===== src/rtl/dacsl_pkg.sv =====
// Package: shared address map and control bit positions for the DAC
// synchronous load controller. Assumes at most 16 channels so the data
// and clear-value windows do not overlap.
package dacsl_pkg;
    localparam int ADDR_W       = 6;
    localparam int MAX_CH       = 16;
    localparam int DATA_BASE    = 'h00;
    localparam int CLRV_BASE    = 'h10;
    localparam int EN_ADDR      = 'h20;
    localparam int CTL_ADDR     = 'h21;
    localparam int CTL_TRIG_BIT = 0;
    localparam int CTL_GCLR_BIT = 1;

    // Address of channel ch inside a window starting at base.
    function automatic logic [ADDR_W-1:0] ch_addr(input int base, input int ch);
        return ADDR_W'(base + ch);
    endfunction
endpackage


===== src/rtl/dacsl_host_regs.sv =====
// Module: host write decode plus the shared registers (enable mask,
// registered self-clearing load trigger, global clear bit).
// Assumes one write per cycle and NUM_CH <= WR_W.
module dacsl_host_regs
    import dacsl_pkg::*;
#(
    parameter int NUM_CH = 12,
    parameter int WR_W   = 12
) (
    input  logic              clk,
    input  logic              rst_n,
    input  logic              wr_en,
    input  logic [ADDR_W-1:0] wr_addr,
    input  logic [WR_W-1:0]   wr_data,
    output logic [NUM_CH-1:0] data_we,
    output logic [NUM_CH-1:0] clrv_we,
    output logic [NUM_CH-1:0] en_q,
    output logic              load_pulse,
    output logic              gclr_q
);
    logic ctl_hit;
    logic en_hit;
    logic trig_wr;

    assign ctl_hit = wr_en && (wr_addr == ADDR_W'(CTL_ADDR));
    assign en_hit  = wr_en && (wr_addr == ADDR_W'(EN_ADDR));
    assign trig_wr = ctl_hit && wr_data[CTL_TRIG_BIT];

    // Per-channel write strobes for the data and clear-value windows.
    for (genvar n = 0; n < NUM_CH; n++) begin : g_dec
        assign data_we[n] = wr_en && (wr_addr == ch_addr(DATA_BASE, n));
        assign clrv_we[n] = wr_en && (wr_addr == ch_addr(CLRV_BASE, n));
    end

    // Enable mask register, replaced whole on each write.
    always_ff @(posedge clk) begin
        if (!rst_n)      en_q <= '0;
        else if (en_hit) en_q <= wr_data[NUM_CH-1:0];
    end

    // Trigger is stored for one cycle only, so it reads as 0 afterwards.
    always_ff @(posedge clk) begin
        if (!rst_n) load_pulse <= 1'b0;
        else        load_pulse <= trig_wr;
    end

    // Global clear bit holds its value until the control word is rewritten.
    always_ff @(posedge clk) begin
        if (!rst_n)       gclr_q <= 1'b0;
        else if (ctl_hit) gclr_q <= wr_data[CTL_GCLR_BIT];
    end

    AST_TRIG_SELF_CLEAR: assert property (@(posedge clk) disable iff (!rst_n)
        (load_pulse && !trig_wr) |=> !load_pulse);
    AST_GCLR_HOLD: assert property (@(posedge clk) disable iff (!rst_n)
        !ctl_hit |=> $stable(gclr_q));
    AST_EN_HOLD: assert property (@(posedge clk) disable iff (!rst_n)
        !en_hit |=> $stable(en_q));
endmodule


===== src/rtl/dacsl_channel.sv =====
// Module: one DAC channel holding its staging register, clear-value
// register, pending-write flag and output latch. Assumes clr_i and
// load_i are synchronous. A clear outranks a load on the same edge.
module dacsl_channel #(
    parameter int CODE_W = 12
) (
    input  logic              clk,
    input  logic              rst_n,
    input  logic              data_we,
    input  logic              clrv_we,
    input  logic [CODE_W-1:0] wdata,
    input  logic              en_i,
    input  logic              load_i,
    input  logic              clr_i,
    output logic [CODE_W-1:0] code_o
);
    logic [CODE_W-1:0] data_q;
    logic [CODE_W-1:0] clrv_q;
    logic [CODE_W-1:0] latch_q;
    logic              dirty_q;
    logic              take;

    // A load applies only to an enabled channel with pending data and no clear.
    assign take = load_i && en_i && dirty_q && !clr_i;

    // Staging register, written only by the host.
    always_ff @(posedge clk) begin
        if (!rst_n)       data_q <= '0;
        else if (data_we) data_q <= wdata;
    end

    // Clear-value register, written only by the host.
    always_ff @(posedge clk) begin
        if (!rst_n)       clrv_q <= '0;
        else if (clrv_we) clrv_q <= wdata;
    end

    // Pending flag: a new write sets it, a taken load clears it.
    always_ff @(posedge clk) begin
        if (!rst_n)       dirty_q <= 1'b0;
        else if (data_we) dirty_q <= 1'b1;
        else if (take)    dirty_q <= 1'b0;
    end

    // Output latch: a clear comes first, then a taken load.
    always_ff @(posedge clk) begin
        if (!rst_n)     latch_q <= '0;
        else if (clr_i) latch_q <= clrv_q;
        else if (take)  latch_q <= data_q;
    end

    assign code_o = latch_q;

    AST_HOLD_IDLE: assert property (@(posedge clk) disable iff (!rst_n)
        (!clr_i && !(load_i && en_i && dirty_q)) |=> $stable(code_o));
    AST_LOAD_OLD_DATA: assert property (@(posedge clk) disable iff (!rst_n)
        (load_i && en_i && dirty_q && !clr_i) |=> (code_o == $past(data_q)));
    AST_DISABLED_KEEP: assert property (@(posedge clk) disable iff (!rst_n)
        (!en_i && !clr_i) |=> $stable(code_o));
    AST_CLEAR_VALUE: assert property (@(posedge clk) disable iff (!rst_n)
        clr_i |=> (code_o == $past(clrv_q)));
    AST_CLEAR_KEEPS_DATA: assert property (@(posedge clk) disable iff (!rst_n)
        (clr_i && !data_we) |=> $stable(data_q));
    AST_CLEAR_KEEPS_FLAG: assert property (@(posedge clk) disable iff (!rst_n)
        (clr_i && dirty_q) |=> dirty_q);
    AST_FLAG_DROPS: assert property (@(posedge clk) disable iff (!rst_n)
        (load_i && en_i && !clr_i && !data_we) |=> !dirty_q);
endmodule


===== src/rtl/dacsl_bank.sv =====
// Module: top of the DAC synchronous load controller. Builds the host
// register block and NUM_CH channel slices, then merges the external and
// global clears for each channel. Assumes NUM_CH <= 16.
module dacsl_bank
    import dacsl_pkg::*;
#(
    parameter int NUM_CH = 12,
    parameter int CODE_W = 12,
    localparam int WR_W  = (CODE_W > NUM_CH) ? CODE_W : NUM_CH
) (
    input  logic                     clk,
    input  logic                     rst_n,
    input  logic                     wr_en,
    input  logic [ADDR_W-1:0]        wr_addr,
    input  logic [WR_W-1:0]          wr_data,
    input  logic [NUM_CH-1:0]        ext_clr,
    output logic [NUM_CH*CODE_W-1:0] dac_code
);
    logic [NUM_CH-1:0] data_we;
    logic [NUM_CH-1:0] clrv_we;
    logic [NUM_CH-1:0] en_q;
    logic              load_pulse;
    logic              gclr_q;

    // Shared register and decode block.
    dacsl_host_regs #(.NUM_CH(NUM_CH), .WR_W(WR_W)) u_regs (
        .clk        (clk),
        .rst_n      (rst_n),
        .wr_en      (wr_en),
        .wr_addr    (wr_addr),
        .wr_data    (wr_data),
        .data_we    (data_we),
        .clrv_we    (clrv_we),
        .en_q       (en_q),
        .load_pulse (load_pulse),
        .gclr_q     (gclr_q)
    );

    // One channel slice per DAC. Its clear is the external input OR the global bit.
    for (genvar n = 0; n < NUM_CH; n++) begin : g_ch
        logic clr_n;
        assign clr_n = ext_clr[n] | gclr_q;

        dacsl_channel #(.CODE_W(CODE_W)) u_ch (
            .clk     (clk),
            .rst_n   (rst_n),
            .data_we (data_we[n]),
            .clrv_we (clrv_we[n]),
            .wdata   (wr_data[CODE_W-1:0]),
            .en_i    (en_q[n]),
            .load_i  (load_pulse),
            .clr_i   (clr_n),
            .code_o  (dac_code[n*CODE_W +: CODE_W])
        );
    end

    AST_RESET_ZERO: assert property (@(posedge clk)
        !rst_n |=> (dac_code == '0));
    AST_MAX_CH: assert property (@(posedge clk) NUM_CH <= MAX_CH);
endmodule


===== config.mk =====
export PLATFORM = sky130hd
export DESIGN_NAME = dacsl_bank
export DESIGN_NICKNAME = d
export VERILOG_FILES = /design/src/rtl/dacsl_pkg.sv /design/src/rtl/dacsl_host_regs.sv /design/src/rtl/dacsl_channel.sv /design/src/rtl/dacsl_bank.sv
export SDC_FILE = /design/constraint.sdc
export NUM_CORES = 1
export LEC_CHECK = 0
export BUFFER_PORTS_ARGS = -buffer_cell sky130_fd_sc_hd__clkbuf_2
export CAP_MARGIN = 40
export CORE_UTILIZATION = 58
export DETAILED_ROUTE_END_ITERATION = 6
export HOLD_SLACK_MARGIN = 0.02
export PLACE_DENSITY = 0.75
export SYNTH_ARGS = -nofsm -noshare
export SYNTH_HDL_FRONTEND = slang
export SYNTH_SLANG_ARGS = --single-unit

===== constraint.sdc =====
create_clock -name clk -period 1.6 [get_ports clk]
set_input_delay 0.24 -clock clk [delete_from_list [all_inputs] [get_ports clk]]
set_output_delay 0.24 -clock clk [all_outputs]
set_load 0.03 [all_outputs]

# Word level (Yosys, flattened, before mapping)

Cells that the tools add are included.

Logic and storage cells: 236
Register bits after elaboration: 458
Output and inout port bits: 144

Muxes and demuxes: 48
Equal/unequal tests: 25
Bitwise logic cells: 12
Reduce and logical (&&, ||, !) cells: 100

Operators with widths:

| kind                                                | number |
|---|---|
| 2-to-1 mux 12 bit                                   | 24 |
| equality test 6 x 5 -> 1 bit, second input constant | 12 |
| logical AND 1 bit                                   | 63 |
| nonzero test 2 bit                                  | 24 |
| equality test 6 x 3 -> 1 bit, second input constant | 4 |
| equality test 6 x 4 -> 1 bit, second input constant | 4 |
| 2-to-1 mux 1 bit                                    | 24 |
| equality test 6 x 2 -> 1 bit, second input constant | 2 |
| equality test 6 bit, second input constant          | 2 |
| logical NOT 1 bit                                   | 12 |
| OR 1 bit                                            | 12 |
| equality test 6 x 1 -> 1 bit, second input constant | 1 |
| logical NOT 6 bit                                   | 1 |

# Logic depth before layout (Yosys ltp)

Depth in word-level cells: 5
Mapped depth: 6

# By module

Synthesis repeated with hierarchy kept, for this count alone.

Cells, all modules: 1,914
Area total of the unflattened synthesis: 19,672.6 sq um

Modules (own cells, without submodules):

| module          | cells each | area each (sq um) | instances |
|---|---|---|---|
| dacsl_channel   | 150        | 1,567.8           | 12 |
| dacsl_host_regs | 101        | 773.2             | 1 |
| dacsl_bank      | 13         | 86.3              | 1 |

# Worst setup path after synthesis

OpenSTA, ideal clock, no wires.

Kind: reg2reg
Start: register u_regs.load_pulse
End: register g_ch[3].u_ch.latch_q[10]
Required time: 1.478 ns
Path buffers: 3
Cell stages (with the launch flop): 7
Setup time: 0.122 ns
Data arrival time: 1.314 ns
Path slack: 0.164 ns
Cell sequence: dfxtp_1 buf_4 buf_6 nand3_1 and3_1 buf_2 a221o_1

Word-level cells in the longest chain between the ends: 4

Ends and longest elaborated chain:

| element                         | line                  | text |
|---|---|---|
| from (decl)                     | dacsl_host_regs.sv:18 | `output logic load_pulse,` |
| from (signal assigned)          | dacsl_host_regs.sv:44 | `else load_pulse <= trig_wr;` |
| logical AND 1 bit (3 in series) | dacsl_channel.sv:24   | `assign take = load_i && en_i && dirty_q && !clr_i;` |
| nonzero test 2 bit (no line)    | -                     |  |
| to (signal assigned)            | dacsl_channel.sv:48   | `else if (clr_i) latch_q <= clrv_q;` |
| to (signal assigned)            | dacsl_channel.sv:49   | `else if (take) latch_q <= data_q;` |
| to (decl)                       | dacsl_channel.sv:19   | `logic [CODE_W-1:0] latch_q;` |

Every way passes these cells.
A chain may end at the register's enable or synchronous reset.

# Worst setup path after layout

Start: register u_regs.load_pulse
End: register g_ch[1].u_ch.latch_q[9]

Word-level cells in the longest chain between the ends: 4

Ends and longest elaborated chain:

| element                         | line |
|---|---|
| logical AND 1 bit (3 in series) | dacsl_channel.sv:24 |
| nonzero test 2 bit (no line)    | - |
| to (signal assigned)            | dacsl_channel.sv:48 |
| to (signal assigned)            | dacsl_channel.sv:49 |
| to (decl)                       | dacsl_channel.sv:19 |

Every way passes these cells.

==> metrics.cfg <==
[run_status]
status=completed

[synth]
synth_area_um2=17190
synth_area_per_cell_um2=10.20
synth_enable_flop_cells=0
syn_nets=1718
synth_warnings=0
yosysSeqAreaShare_pct=53.35
synth_cells=1685
yosysUniqueCellTypes=41
synth_flop_cell=dfxtp_1
synth_seq_cells=458
synthArstFlopShare_pct=0

[worst_setup_path]
crit_type=flip-flop to flip-flop
crit_path_top_delay_cell=dfxtp_1
r2r_slack_ps=30
crit_fanout=13
r2r_start=u_regs.load_pulse
crit_buf_inv=2
worstPathCellList=buf_8, buf_4, and3_1, nor3_4, a221o_1
reg2regPathDepth=5
critPathCaptureType=flip-flop
crit_arrival_ps=2000
cp_top_family=flip-flops
r2r-end=g_ch[1].u_ch.code_o[9]
worstPathRequired_ps=2030
setup.worst_path.start_class=flip-flop
crit_path_max_incr_delay_ps=400

[die]
row_count=62
die_y_um=174.1
io_pins=177
core-area_um2=28940
die_area_um2=30320
die_x_um=174.1
start_util_pct=59.40

[place]
gp_congestion=0.7844
dp_cells=2194
portBuffers=176
post_dp_cell_area_um2=18870
place_hpwl_mm=26.43

[final_layout]
mostFrequentLayoutCell=dfxtp_1
final_cells=2278
nets=1891
n_fill_cell=2141
fin_area_um2=20510
layout_common_cells=dfxtp_1 (458), nand2_1 (381), mux2i_1 (301)
area_delta_synth_final_pct=19.35
layout-drive-gt1-share_pct=19.77

[grt]
antenna_found_initial=2
overflow=0
grt_pass1_wl_mm=68.85
track_usage_pct=28.39
grt_pass1_vias=12825
grt_max_degree=85

[clock_network]
clk_path_buf_depth=3
htreeDepth=2
clk_pin_slew_worst_paths_ps=60
cts_sinks=458
cts_tree=done
numCtsBuffers=46
clk_latency_ps=540
root_buffer=clkbuf_16
holdBufCountCts=0

[routing]
avgViaCountPerCell=5.784
wl_mm=43.38
drc=0
wl_per_cell_um=19.04
drtIter0Drc=830
dr_total_vias=13177
dr.pass1.iters=5
ant_nets=0

[sta]
hold_ws_ps=105.5
rsz0062_at_grt=false
finalMaxSlewViolations=0
timing.final.crit_period_ps=1572
setup_viol=0
max_freq_mhz=635.9
clock_skew_ps=15.61
hold_viol_final=0
period_share_pct=98.28
slew-limit-headroom_pct=62.28
tightest_slew_ps=564.0
tns_ps=0

[worst_hold_path]
worst_hold_path_type=primary input to flip-flop
min_path_cells=3
worstHoldEndpoint=g_ch[7].u_ch.dirty_q
hold_start=ext_clr[7]

[pwr]
ir_drop_mv=0.9605
p_leak_nw=9.771
p_per_area_nw_per_um2=1147

[job]
maxCapViolCount=0

## per-layer routing
metal	track usage (%)	vias to the layer above	wire (um)
li1	-	6234	-
met1	37.02	6447	18560
met2	47.63	411	21000
met3	4.899	85	2618
met4	9.466	0	1202
met5	0	-	0
## kinds of logic (layout without fill, tap and decap cells)
group | Yosys count | after routing | synth area share [%]
buf+inv | 141 | 348 | 4.324
mux | 301 | 301 | 17.53
simple gates | 592 | 592 | 15.23
compound gates | 193 | 193 | 9.566
flops | 458 | 458 | 53.35
other cells | 0 | 2 | 0
## power by group
group | total, mW | switching, mW | internal, mW
combinational | 1.03 | 0.718 | 0.312
clock | 11.0 | 4.32 | 6.68
sequential | 11.5 | 0.0373 | 11.5
## flip-flops by register name (all words and copies together) (netlist names)
signal	cells
g_ch.u_ch.clrv_q	144
g_ch.u_ch.code_o	144
g_ch.u_ch.data_q	144
g_ch.u_ch.dirty_q	12
u_regs.en_q	12
u_regs.gclr_q	1
u_regs.load_pulse	1
## timing repair
action | in CTS | in global routing
resized for setup | 7 | 11
pin swaps | 0 | 0
cloned | 0 | 0
setup buffers | 0 | 0
setup endpoints to repair | 78 | 94
## how the worst max path moves through the flow
stage / startpoint / endpoint / slack, ps / cells past startpoint
after floorplan: u_regs.load_pulse / g_ch[3].u_ch.code_o[10] / 160 / 6
after global placement: rst_n / g_ch[4].u_ch.code_o[3] / -50 / 5
after detailed placement: rst_n / g_ch[10].u_ch.code_o[8] / -70 / 5
after CTS: u_regs.gclr_q / g_ch[5].u_ch.code_o[3] / -50 / 4
after global routing: u_regs.load_pulse / g_ch[1].u_ch.code_o[9] / 2 / 5
final: u_regs.load_pulse / g_ch[1].u_ch.code_o[9] / 30 / 5
## worst register-to-register path, stage by stage (launching register included)
cell,delay (ps)
dfxtp_1,400
buf_8,200
buf_4,180
and3_1,240
nor3_4,90
a221o_1,360
## area by class of cell
type	instances	area [um^2]	share of cell area (%)
Antenna cell	2	5.005	0.02440
Clock buffer	71	1406	6.856
Clock inverter	11	162.7	0.7930
Inverter	3	11.26	0.05490
Multi-Input combinational cell	1086	7335	35.76
Sequential cell	458	9169	44.70
Tap cell	384	480.5	2.342
Timing Repair Buffer	263	1943	9.473
## cell usage after synthesis (3+ instances only)
library cell  number  area, um^2
o21ai_0           33       165.2
clkbuf_1          30       112.6
buf_4             24       180.2
a221o_1          120        1201
nor4b_2            3       45.04
nor2_1           122       457.9
dfxtp_1          458        9169
nor2b_1            3       18.77
nand2_1          381        1430
a31oi_1           25       156.4
mux2i_1          301        3013
buf_6              3       33.78
nand2b_1           9       56.30
inv_1              3       11.26
nand3_1           13       65.06
and3_1            24       150.1
a21boi_0           8       60.06
nor3_2            12       120.1
buf_2             81       405.4
## metrics by stage
| step | utilization, % | power, mW | setup WS, ps |
|---|---|---|---|
| after floorplan | - | 12.34 | 164.4 |
| after global placement | 65.18 | 12.75 | -47.82 |
| after detailed placement | 65.20 | 12.77 | -69.70 |
| after CTS | 70.73 | 23.62 | -52.74 |
| after global routing | 70.89 | 24.18 | 2.222 |
| final | 70.89 | 23.53 | 27.51 |
Note: power is estimated with default switching activity, not from simulation.
